[src/rtl/frame_rx_pkg.sv]
package frame_rx_pkg;
  localparam int WORD_W = 10;
  localparam int MAX_BITS = 9;

  typedef enum logic [2:0] {
    FMT_D8  = 3'b001,
    FMT_D7P = 3'b011,
    FMT_D9  = 3'b100,
    FMT_D8M = 3'b101,
    FMT_D8P = 3'b111
  } fmt_e;

  typedef enum logic [2:0] {
    ST_IDLE, ST_START, ST_DATA, ST_PAR, ST_STOP
  } rx_state_e;

  typedef struct packed {
    logic [3:0] nbits;
    logic       has_par;
    logic [2:0] slots;
  } fmt_cfg_t;
endpackage

[src/rtl/frame_rx_fmt.sv]
module frame_rx_fmt
  import frame_rx_pkg::*;
(
  input  logic [2:0] mode,
  input  logic [1:0] stop_len,
  output fmt_cfg_t   cfg
);
  always_comb begin
    cfg.slots = {1'b0, stop_len} + 3'd1;
    unique case (mode)
      FMT_D7P: begin cfg.nbits = 4'd7; cfg.has_par = 1'b1; end
      FMT_D8P: begin cfg.nbits = 4'd8; cfg.has_par = 1'b1; end
      FMT_D9,
      FMT_D8M: begin cfg.nbits = 4'd9; cfg.has_par = 1'b0; end
      default: begin cfg.nbits = 4'd8; cfg.has_par = 1'b0; end
    endcase
  end
endmodule

[src/rtl/frame_rx_sync.sv]
module frame_rx_sync #(
  parameter int STAGES = 2
) (
  input  logic clk,
  input  logic rst_n,
  input  logic d,
  output logic q
);
  logic [STAGES-1:0] pipe;
  generate
    for (genvar i = 0; i < STAGES; i++) begin : g_stage
      always_ff @(posedge clk or negedge rst_n) begin
        if (!rst_n) pipe[i] <= 1'b1;
        else if (i == 0) pipe[i] <= d;
        else pipe[i] <= pipe[(i == 0) ? 0 : i-1];
      end
    end
  endgenerate
  assign q = pipe[STAGES-1];
endmodule

[src/rtl/frame_rx_core.sv]
module frame_rx_core
  import frame_rx_pkg::*;
#(
  parameter int OVS = 16
) (
  input  logic              clk,
  input  logic              rst_n,
  input  logic              line,
  input  logic              tick,
  input  logic              rx_en,
  input  logic              odd_par,
  input  fmt_cfg_t          cfg,
  output logic              done,
  output logic [WORD_W-1:0] word,
  output logic              busy
);
  localparam int CW = $clog2(OVS);
  localparam logic [CW-1:0] START_LIM = CW'(OVS/2 - 1);
  localparam logic [CW-1:0] BIT_LIM   = CW'(OVS - 1);
  localparam logic [CW-1:0] STOP0_LIM = CW'(OVS/2 + OVS/4 - 1);
  localparam logic [CW-1:0] SLOT_LIM  = CW'(OVS/2 - 1);

  rx_state_e           state;
  logic [CW-1:0]       cnt;
  logic [3:0]          idx;
  logic [2:0]          slot;
  logic [MAX_BITS-1:0] sh;
  logic                pbit;
  logic                ferr;

  logic [MAX_BITS-1:0] data_al;
  logic                fe_now;
  logic                pe;
  logic [CW-1:0]       stop_lim;

  always_comb begin
    data_al  = sh >> (4'(MAX_BITS) - cfg.nbits);
    fe_now   = ((slot == 3'd0) ? 1'b0 : ferr) | ~line;
    pe       = cfg.has_par & ((^data_al) ^ pbit ^ odd_par);
    stop_lim = (slot == 3'd0) ? STOP0_LIM : SLOT_LIM;
  end

  assign busy = (state != ST_IDLE);

  always_ff @(posedge clk or negedge rst_n) begin
    if (!rst_n) begin
      state <= ST_IDLE;
      cnt   <= '0;
      idx   <= '0;
      slot  <= '0;
      sh    <= '0;
      pbit  <= 1'b0;
      ferr  <= 1'b0;
      done  <= 1'b0;
      word  <= '0;
    end else begin
      done <= 1'b0;
      if (!rx_en) begin
        state <= ST_IDLE;
        cnt   <= '0;
      end else if (tick) begin
        unique case (state)
          ST_IDLE: if (!line) begin
            state <= ST_START;
            cnt   <= '0;
          end
          ST_START: if (cnt == START_LIM) begin
            cnt   <= '0;
            idx   <= '0;
            state <= line ? ST_IDLE : ST_DATA;
          end else cnt <= cnt + 1'b1;
          ST_DATA: if (cnt == BIT_LIM) begin
            cnt <= '0;
            sh  <= {line, sh[MAX_BITS-1:1]};
            if (idx == cfg.nbits - 4'd1) begin
              slot  <= '0;
              state <= cfg.has_par ? ST_PAR : ST_STOP;
            end else idx <= idx + 1'b1;
          end else cnt <= cnt + 1'b1;
          ST_PAR: if (cnt == BIT_LIM) begin
            cnt   <= '0;
            pbit  <= line;
            slot  <= '0;
            state <= ST_STOP;
          end else cnt <= cnt + 1'b1;
          ST_STOP: if (cnt == stop_lim) begin
            cnt  <= '0;
            ferr <= fe_now;
            if (slot == cfg.slots - 3'd1) begin
              state <= ST_IDLE;
              done  <= 1'b1;
              word  <= {fe_now, data_al[8] | pe, data_al[7:0]};
            end else slot <= slot + 1'b1;
          end else cnt <= cnt + 1'b1;
          default: state <= ST_IDLE;
        endcase
      end
    end
  end
endmodule

[src/rtl/frame_rx.sv]
module frame_rx
  import frame_rx_pkg::*;
#(
  parameter int OVS         = 16,
  parameter int SYNC_STAGES = 2
) (
  input  logic        clk,
  input  logic        rst_n,
  input  logic        rx_line,
  input  logic        tick,
  input  logic        rx_en,
  input  logic [2:0]  mode,
  input  logic [1:0]  stop_len,
  input  logic        odd_par,
  output logic [9:0]  word_data,
  output logic        word_valid,
  input  logic        word_ready
);
  logic              line_s;
  fmt_cfg_t          cfg;
  logic              done;
  logic [WORD_W-1:0] word;
  logic              busy;

  frame_rx_sync #(.STAGES(SYNC_STAGES)) u_sync (
    .clk(clk), .rst_n(rst_n), .d(rx_line), .q(line_s)
  );

  frame_rx_fmt u_fmt (.mode(mode), .stop_len(stop_len), .cfg(cfg));

  frame_rx_core #(.OVS(OVS)) u_core (
    .clk(clk), .rst_n(rst_n), .line(line_s), .tick(tick), .rx_en(rx_en),
    .odd_par(odd_par), .cfg(cfg), .done(done), .word(word), .busy(busy)
  );

  always_ff @(posedge clk or negedge rst_n) begin
    if (!rst_n) begin
      word_valid <= 1'b0;
      word_data  <= '0;
    end else if (done && (!word_valid || word_ready)) begin
      word_valid <= 1'b1;
      word_data  <= word;
    end else if (word_ready) begin
      word_valid <= 1'b0;
    end
  end
endmodule

[config.mk]
export PLATFORM = sky130hd
export DESIGN_NAME = frame_rx
export DESIGN_NICKNAME = d
export VERILOG_FILES = /design/src/rtl/frame_rx_pkg.sv /design/src/rtl/frame_rx_fmt.sv /design/src/rtl/frame_rx_sync.sv /design/src/rtl/frame_rx_core.sv /design/src/rtl/frame_rx.sv
export SDC_FILE = /design/constraint.sdc
export NUM_CORES = 1
export LEC_CHECK = 0
export ABC_AREA = 1
export BUFFER_PORTS_ARGS = -buffer_cell sky130_fd_sc_hd__clkbuf_2
export CAP_MARGIN = 20
export CORE_UTILIZATION = 59
export DETAILED_ROUTE_END_ITERATION = 8
export HOLD_SLACK_MARGIN = 0.02
export PLACE_DENSITY = 0.88
export SLEW_MARGIN = 20
export SYNTH_ARGS = -nofsm -noshare
export SYNTH_HDL_FRONTEND = slang
export SYNTH_SLANG_ARGS = --single-unit
[constraint.sdc]
create_clock -name clk -period 2.3 [get_ports clk]
set_input_delay 0.46 -clock clk [delete_from_list [all_inputs] [get_ports clk]]
set_output_delay 0.46 -clock clk [all_outputs]
set_load 0.01 [all_outputs]
==> results of run 1 <==
-- kinds of logic (layout without fill, tap and decap cells) --
group	count (synthesis)	in the layout	synth area share (%)
AOI/OAI and AO/OA	56	56	11.5
xor gates and xnor gates	6	6	1.89
adders and majority gates	6	6	2.70
buffers and inverters	51	81	7.52
DFF	49	49	44.2
muxes	10	10	4.05
and+or+nand+nor	170	170	28.2
-- layout make-up --
type	count	share of cell area, %
clock buffers	6	2.37
flip-flops and latches	49	40.1
repair buffers	28	5.48
inverters	45	5.56
well taps	52	2.13
clock inverters	2	0.490
multi-input cells	248	43.8
-- synth_stat cells (2+ instances only) --
cell type  instances  area, sq um
a21oi_1           11         55.1
buf_6              2         22.5
clkbuf_1           3         11.3
dfrtp_1           47         1180
dfstp_2            2         52.6
ha_1               6         75.1
inv_1             39          146
inv_2              5         18.8
mux2_2            10          113
nand2_1          106          398
nand2_2            2         12.5
nand2_4            3         33.8
nand3_1           31          155
nand3_2            4         40.0
nand3b_1           2         15.0
nand4_1            2         12.5
nor2_1            13         48.8
nor2_4             3         33.8
nor3_1             2         10.0
o211ai_1           3         22.5
o21ai_0           30          150
o21ai_2            3         26.3
o22ai_1            3         18.8
xnor2_1            5         43.8
-- cell usage in the layout, fill, tap and decap left out, drive strengths merged --
| master | synthesis | final |
|---|---|---|
| clkinv | 1 | 1 |
| a21oi | 12 | 12 |
| o22ai | 3 | 3 |
| ha | 6 | 6 |
| o21ai | 34 | 34 |
| dfstp | 2 | 2 |
| a21o | 1 | 1 |
| o221ai | 1 | 1 |
| clkbuf | 3 | 28 |
| nand2 | 111 | 111 |
| o31ai | 1 | 1 |
| nand4 | 2 | 2 |
| nor3 | 2 | 2 |
| xnor2 | 5 | 5 |
| mux2 | 10 | 10 |
| nand3b | 2 | 2 |
| nand3 | 36 | 36 |
| dfrtp | 47 | 47 |
| inv | 44 | 44 |
| o2111ai | 1 | 1 |
| buf | 3 | 6 |
| nor2 | 17 | 17 |
| clkinvlp | 0 | 2 |
| xor2 | 1 | 1 |
| o211ai | 3 | 3 |
-- metal layers --
metal,up-vias,part of all wire [%],wire length (microns)
li1,1190,-,-
met2,56,48,2490
met4,0,2.0,102
met3,10,5.0,259
met5,-,0,0
met1,1092,44,2280
-- per-stage QoR --
stage	instances	util (%)
3_5_place_dp	422	66.9
3_3_place_gp	422	66.9
5_1_grt	430	68.9
2_1_floorplan	348	-
4_1_cts	430	68.9
6_report	430	68.9
-- power by group --
group | switching, mW | internal [mW]
clock network | 0.284 | 0.214
logic | 0.339 | 0.172
registers | 0.0591 | 0.931
-- worst paths after layout --
path	cells past startpoint	startpoint	to
hold / removal	1	rst_n	u_core.word[0]
min in group clk	1	rx_line	u_sync.pipe[0]
setup reg to reg	11	u_core.cnt[1]	u_core.idx[3]
hold reg to reg	0	u_sync.pipe[0]	u_sync.q
setup / recovery	14	mode[2]	u_core.state[2]
max in group asynchronous	2	rst_n	u_core.cnt[2]
-- flip-flops by register name (all words and copies together), names as in the netlist, 3 cells and up --
| register | count |
|---|---|
| u_core.idx | 4 |
| u_core.state | 3 |
| u_core.sh | 9 |
| u_core.slot | 3 |
| u_core.cnt | 4 |
| word_data | 10 |
| u_core.word | 10 |
==> impl_metrics.json, run 1 <==
{
  "status": "complete, but fails checks",
  "failed_checks": "design-rule violations",
  "grt.busiest_layer": "met2",
  "crit_buf_inv": 3,
  "post_cts_resized": 0,
  "maxSlewViolCount": 0,
  "ctsHoldBuffers": 0,
  "critPathMostFrequentCell": "nand3_1",
  "period_share_pct": 82.6,
  "p_total_mw": 2.00,
  "via_per_inst": 5.46,
  "cp_cell_sequence": "clkbuf_2 > inv_2 > nand3_4 > nand2_2 > inv_1 > ha_1 > xnor2_1 > a21oi_1 > nand3_1 > nand2_1 > o211ai_1 > o21ai_2 > nand3_1 > o21ai_0",
  "grt_use_met3_pct": 4.27,
  "cts_root_buf": "clkbuf_8",
  "post_route_cells_drive_above_1_share_pct": 18.8,
  "syn_area_sq_um": 2780,
  "synth_nets": 366,
  "avgRoutedWirePerCell_microns": 11.9,
  "multi_input_area_sq_um": 1340,
  "die_h_microns": 70.6,
  "htree_levels": 2,
  "tightest_slew_ps": 637,
  "worst_path_max_delay_cell": "ha_1",
  "synth_edf_count": 0,
  "wirelength_microns": 5130,
  "max_stage_delay_ps": 280,
  "seqCellArea_sq_um": 1230,
  "reg2reg_slack_ps": 410,
  "ys_seq_elements": 49,
  "grt_pass1_wl_microns": 9160,
  "async_flop_share_pct": 100,
  "grt_pass1_vias": 2218,
  "hold_violations": 0,
  "gr-total-overflow": 0,
  "clockBufferDepth": 2,
  "cts_setup_buffers": 0,
  "cp_top_family": "compound AO/OA/AOI/OAI gates",
  "skew_ps": 6.06,
  "antenna_found_initial": 0,
  "synth_ff_type": "dfrtp_1",
  "ys_types": 35,
  "die_w_microns": 70.6,
  "crit_path_start_kind": "input port",
  "track_usage_pct": 23.1,
  "syn_inst": 348,
  "clkLatencyLatePin_ps": 310,
  "crit_path_end_kind": "flip-flop",
  "setup_ws_ps": 401,
  "start_util_pct": 62.6,
  "antennaDiodeCount": 0,
  "grtUsageMet2_pct": 39.7,
  "vias": 2348,
  "required_ps": 2530,
  "setup_viol": 0,
  "die-area_sq_um": 4990,
  "cts_sinks": 49,
  "place_area_sq_um": 2970,
  "numCtsBuffers": 5,
  "cts_tree": "done",
  "synth_warnings": 0,
  "dp_worst_setup_slack_ps": 78.0,
  "hold_class": "input port to async pin",
  "clkTransAtPathRegs_ps": 90,
  "n_fill_cell": 347,
  "yosysSeqAreaShare_pct": 44.2,
  "setup-tns-final_ps": 0,
  "syn_to_final_growth_pct": 10.1,
  "dr.pass1.iters": 6,
  "io_pins": 23,
  "nNetsFinal": 395,
  "hpwl_microns": 3960,
  "gp_congestion": 0.926,
  "drt_iter0_markers": 158,
  "criticalPathCategory": "input port to flip-flop",
  "synth.avg_cell_area_sq_um": 7.99,
  "ir_drop_mv": 0.343,
  "grt_use_met1_pct": 28.8,
  "cp_max_fo": 6,
  "drc": 2,
  "grt_max_degree": 28,
  "arrival_ps": 2130,
  "p_leak_nw": 1.61,
  "antenna_left": 0,
  "power_density_nw_per_um2": 653,
  "coreArea_sq_um": 4440,
  "rsz0062_at_grt": "false",
  "fin_crit_ps": 1900,
  "fmax_mhz": 527,
  "hold_ws_ps": 158,
  "cap_violations": 0,
  "design_area_sq_um": 3060,
  "portBuffers": 22,
  "rows": 24,
  "slew_headroom_pct": 57.5
}
(Power assumes the default switching activity.)
==> inputs of run 2 (changes only) <==
--- a/config.mk
+++ b/config.mk
@@ -8,10 +8,10 @@
 export ABC_AREA = 1
 export BUFFER_PORTS_ARGS = -buffer_cell sky130_fd_sc_hd__clkbuf_2
 export CAP_MARGIN = 20
-export CORE_UTILIZATION = 59
+export CORE_UTILIZATION = 54
 export DETAILED_ROUTE_END_ITERATION = 8
 export HOLD_SLACK_MARGIN = 0.02
-export PLACE_DENSITY = 0.88
+export PLACE_DENSITY = 0.85
 export SLEW_MARGIN = 20
 export SYNTH_ARGS = -nofsm -noshare
 export SYNTH_HDL_FRONTEND = slang
==> constraint.sdc (replaced) <==
create_clock -name clk -period 1.7 [get_ports clk]
set_input_delay 0.34 -clock clk [delete_from_list [all_inputs] [get_ports clk]]
set_output_delay 0.34 -clock clk [all_outputs]
set_load 0.01 [all_outputs]
==> run 2 against run 1 <==
  * The run ends with negative setup slack left
  * Clock power grew 76%
  * First-iteration DRC count grew 42%
  * Utilization grew 6.4 points
  * Worst hold slack lost 48 ps
  * Combinational power grew 110%
  * Register-to-register slack lost 490 ps
  * Highest routed layer unchanged
==> impl_metrics.json, run 2 (synthesis gave the netlist of run 1 again) <==
{
  "design_area_sq_um": 3650,
  "arrival_ps": 2020,
  "antenna_found_initial": 0,
  "clkLatencyLatePin_ps": 300,
  "gr-total-overflow": 0,
  "grt_max_degree": 24,
  "clockBufferDepth": 2,
  "failed_checks": "negative setup slack",
  "via_per_inst": 5.46,
  "place_area_sq_um": 3160,
  "clkTransAtPathRegs_ps": 90,
  "start_util_pct": 57.3,
  "status": "complete, but fails checks",
  "reg2reg_slack_ps": -80,
  "cap_violations": 0,
  "rows": 25,
  "dp.cells": 458,
  "cts_tree": "done",
  "track_usage_pct": 23.3,
  "p_total_mw": 3.31,
  "setup_viol": 9,
  "final_cells": 484,
  "gp_congestion": 0.810,
  "skew_ps": 6.10,
  "die_w_microns": 73.8,
  "final_cell_mix": "nand2_1 (93), dfrtp_1 (46), buf_4 (37)",
  "maxSlewViolCount": 0,
  "holdCritStartpoint": "rx_line",
  "crit_start": "mode[1]",
  "htree_levels": 2,
  "avgRoutedWirePerCell_microns": 13.5,
  "syn_to_final_growth_pct": 31.4,
  "required_ps": 1930,
  "die_h_microns": 73.8,
  "die-area_sq_um": 5440,
  "r2r_start": "u_core.slot[1]",
  "rsz0062_at_grt": "true",
  "portBuffers": 22,
  "grt_pass1_vias": 2393,
  "cp_max_fo": 6,
  "multi_input_area_sq_um": 1540,
  "grt_pass1_wl_microns": 9850,
  "antennaDiodeCount": 0,
  "criticalPathCategory": "input port to flip-flop",
  "post_route_cells_drive_above_1_share_pct": 37.4,
  "tightest_slew_ps": 422,
  "dp_worst_setup_slack_ps": -429,
  "cts_sinks": 49,
  "slew_headroom_pct": 71.8,
  "seqCellArea_sq_um": 1230,
  "crit_path_start_kind": "input port",
  "cts_root_buf": "clkbuf_8",
  "coreArea_sq_um": 4850,
  "io_pins": 23,
  "numCtsBuffers": 5,
  "drc": 0,
  "hpwl_microns": 4140,
  "layout_commonest_cell": "nand2_1",
  "nNetsFinal": 434,
  "top_regs": "u_core.word: 10 flops, word_data: 10 flops, u_core.sh: 9 flops",
  "drt_iter0_markers": 224,
  "crit_path_end_kind": "flip-flop",
  "hold_violations": 0,
  "period_share_pct": 105,
  "wirelength_microns": 6520,
  "fmax_mhz": 561,
  "hold_class": "input port to flip-flop",
  "ir_drop_mv": 0.609,
  "setup_ws_ps": -82.1,
  "antenna_left": 0,
  "vias": 2644,
  "fin_crit_ps": 1780,
  "power_density_nw_per_um2": 908,
  "dr.pass1.iters": 7,
  "post-route-util_pct": 75.3,
  "n_fill_cell": 303,
  "p_leak_nw": 1.83
}
-- run 2: metrics by stage --
stage,setup TNS [ps],hold WS (ps)
finish,-486,110
global route,-2510,104
CTS,-32.7,105
detailed placement,-3420,204
global placement,-2630,203
floorplan,-1160,44.4
-- run 2: cell type report --
class                      count  share of cell area, %
multi-input combinational    248                   42.1
sequential                    49                   33.7
timing repair buffer          67                   13.5
inverter                      45                   5.14
tap                           67                   2.30
clock buffer                   6                   2.26
clock inverter                 2                   1.03
-- run 2: path summary, 6_finish.rpt --
| path | to | cells past startpoint |
|---|---|---|
| max | u_core.state[0] | 14 |
| min | u_sync.pipe[0] | 1 |
| max reg2reg | u_core.cnt[0] | 12 |
| min reg2reg | u_sync.q | 0 |
| max in group asynchronous | u_sync.pipe[0] | 3 |
| min in group asynchronous | u_core.idx[0] | 2 |
-- run 2: metal layers --
layer | vias to the layer above | GRT usage [%] | wire (microns)
li1 | 1271 | - | -
met2 | 88 | 42.3 | 3360
met5 | - | 0 | 0
met3 | 17 | 3.16 | 262
met1 | 1268 | 27.4 | 2740
met4 | 0 | 10.0 | 163
-- run 2: power by group --
| group | leakage, nW | switching, mW | internal (mW) |
|---|---|---|---|
| Clock | 0.0574 | 0.396 | 0.479 |
| Sequential | 0.667 | 0.0872 | 1.26 |
| Combinational | 1.10 | 0.625 | 0.467 |
-- run 2: what timing repair did --
action,in CTS,in global routing
setup buffers,4,11
endpoints found under the setup margin,14,25
cloned,0,3
pin swaps,12,16
gates resized for setup,12,73
endpoints found under the hold margin,6,0
hold buffers,1,0
-- run 2: worst max-delay path: stages --
cell and delay [ps]:
buf_4 140, inv_4 70, nand2_4 50, nand2_4 90, inv_4 40, ha_4 240
xnor2_2 130, a21oi_1 120, nand3_1 150, nand2_2 120, o211ai_1 140, o21ai_4 210
nand3_1 90, o21ai_1 80
==> inputs of run 3 (changes only) <==
--- a/config.mk
+++ b/config.mk
@@ -11,7 +11,7 @@
 export CORE_UTILIZATION = 54
 export DETAILED_ROUTE_END_ITERATION = 8
 export HOLD_SLACK_MARGIN = 0.02
-export PLACE_DENSITY = 0.85
+export PLACE_DENSITY = 0.76
 export SLEW_MARGIN = 20
 export SYNTH_ARGS = -nofsm -noshare
 export SYNTH_HDL_FRONTEND = slang
==> run 3 against run 2 <==
  * The run still ends with negative setup slack left
  * Clock skew increased by 6.2 ps
  * Wire length decreased by 6.8%
  * Fmax decreased by 2.6%
  * Global-route usage decreased by 0.19 points
  * Register-to-register slack improved by 30 ps
  * Sequential share of layout area increased by 1.1 points
  * Combinational power decreased by 6%
  * First-iteration DRC count decreased by 35%
  * Final cell count decreased by 1.7%
  * Die area unchanged
  * Design area decreased by 3.1%
  * Critical endpoint is now u_core.state[1]
  * Largest cell class unchanged
==> impl_metrics.json, run 3 (synthesis gave the netlist of run 1 again) <==
{
  "cts_root_buf": "clkbuf_8",
  "grt_pass1_vias": 2229,
  "p_total_mw": 3.25,
  "clkLatencyLatePin_ps": 320,
  "drt_iter0_markers": 146,
  "cp_max_fo": 6,
  "via_per_inst": 5.24,
  "portBuffers": 22,
  "dr.pass1.iters": 4,
  "p_switching_mw": 1.07,
  "design_area_sq_um": 3540,
  "hold_violations": 0,
  "power_density_nw_per_um2": 919,
  "avgRoutedWirePerCell_microns": 12.8,
  "cts_tree": "done",
  "seqCellArea_sq_um": 1230,
  "clockBufferDepth": 2,
  "hold_class": "input port to flip-flop",
  "cts_sinks": 49,
  "antenna_found_initial": 0,
  "required_ps": 1950,
  "failed_checks": "negative setup slack",
  "track_usage_pct": 23.2,
  "rr_endpoint": "u_core.state[1]",
  "multi_input_area_sq_um": 1500,
  "nNetsFinal": 426,
  "criticalPathCategory": "input port to flip-flop",
  "final_cell_mix": "nand2_1 (101), dfrtp_1 (46), inv_1 (33), buf_4 (33), nand3_1 (26)",
  "combPwrFrac_pct": 31.8,
  "gr-total-overflow": 0,
  "rsz0062_at_grt": "true",
  "crit_path_end_kind": "flip-flop",
  "min_delay_path_depth": 1,
  "p_seq_share_pct": 41.6,
  "wirelength_microns": 6070,
  "io_pins": 23,
  "grt_max_degree": 23,
  "arrival_ps": 2080,
  "antenna_left": 0,
  "holdCritStartpoint": "rx_line",
  "slew_headroom_pct": 70.8,
  "crit_path_start_kind": "input port",
  "tightest_slew_ps": 437,
  "crit_start": "mode[2]",
  "fmax_mhz": 547,
  "start_util_pct": 57.3,
  "syn_to_final_growth_pct": 27.3,
  "post-route-util_pct": 73.0,
  "status": "complete, but fails checks",
  "worstRegToRegCells": 12,
  "clockPowerShare_pct": 26.6,
  "setup_ws_ps": -130,
  "hpwl_microns": 4380,
  "clkTransAtPathRegs_ps": 90,
  "top_regs": "u_core.word: 10 flops, word_data: 10 flops, u_core.sh: 9 flops",
  "r2r_start": "u_core.slot[0]",
  "skew_ps": 12.3,
  "place_area_sq_um": 3180,
  "switching_share_pct": 32.9,
  "antennaDiodeCount": 0,
  "die_w_microns": 73.8,
  "final_cells": 476,
  "gp_congestion": 0.867,
  "p_leak_nw": 1.80,
  "post_route_cells_drive_above_1_share_pct": 32.3,
  "die-area_sq_um": 5440,
  "hold_end": "u_sync.pipe[0]",
  "vias": 2496,
  "dp.cells": 459,
  "ir_drop_mv": 0.602,
  "n_fill_cell": 355,
  "layout_commonest_cell": "nand2_1",
  "maxSlewViolCount": 0,
  "power.internal_mw": 2.18,
  "fin_crit_ps": 1830,
  "htree_levels": 2,
  "period_share_pct": 108,
  "drc": 0,
  "reg2reg_slack_ps": -50,
  "die_h_microns": 73.8,
  "setup_viol": 8,
  "numCtsBuffers": 5,
  "coreArea_sq_um": 4850,
  "cap_violations": 0,
  "grt_pass1_wl_microns": 9510,
  "rows": 25
}
## run 3: critical path: stages
cell       delay [ps]
clkbuf_16         130
clkinv_4           40
nand3_4            80
buf_6             150
ha_4              240
xnor2_2           130
a21oi_2           130
nand3_2           100
nand2_2            90
o211ai_1          140
o21ai_4           290
nand3_2           140
o21ai_2            80
## run 3: timing repair
action	4_1_cts	5_1_grt
hold buffers	1	0
pin swaps	8	18
endpoints found under the setup margin	8	26
endpoints found under the hold margin	9	0
buffers inserted	0	8
resized for setup	7	41
## run 3: worst max-delay path by stage
stage                     cells after the start               to  slack (ps)
after floorplan                              14  u_core.state[1]        -220
after global placement                       14  u_core.state[1]        -310
after detailed placement                     14  u_core.state[1]        -440
after CTS                                    10   u_core.word[8]         -40
after global routing                         14  u_core.state[0]        -200
final                                        13  u_core.state[1]        -130
## run 3: area by class of cell
class	count	area share [%]
Inverter	45	5.09
Multi-Input combinational cell	248	42.3
Clock buffer	7	2.44
Sequential cell	49	34.8
Clock inverter	1	0.849
Timing Repair Buffer	59	12.2
Tap cell	67	2.37
## run 3: routing by layer
metal | GRT usage, % | up-vias | wire length [microns]
met2 | 41.6 | 61 | 3230
met5 | 0 | - | 0
met3 | 5.35 | 9 | 246
li1 | - | 1252 | -
met4 | 8.97 | 0 | 97
met1 | 26.5 | 1174 | 2500
## run 3: power by group through the flow
stage | Sequential, mW | Combinational (mW) | Clock (mW)
final | 1.35 | 1.03 | 0.864
after global routing | 1.36 | 1.15 | 0.921
after CTS | 1.33 | 0.826 | 0.876
after detailed placement | 1.36 | 0.812 | 0
after global placement | 1.35 | 0.784 | 0
after floorplan | 1.34 | 0.529 | 0
## run 3: per-stage QoR
| step | setup TNS (ps) | hold slack (ps) | setup slack [ps] |
|---|---|---|---|
| 4_1_cts | -153 | 104 | -44.2 |
| 2_1_floorplan | -1160 | 44.4 | -223 |
| 6_report | -457 | 103 | -130 |
| 3_5_place_dp | -3540 | 272 | -438 |
| 3_3_place_gp | -2400 | 261 | -308 |
| 5_1_grt | -2420 | 93.9 | -205 |
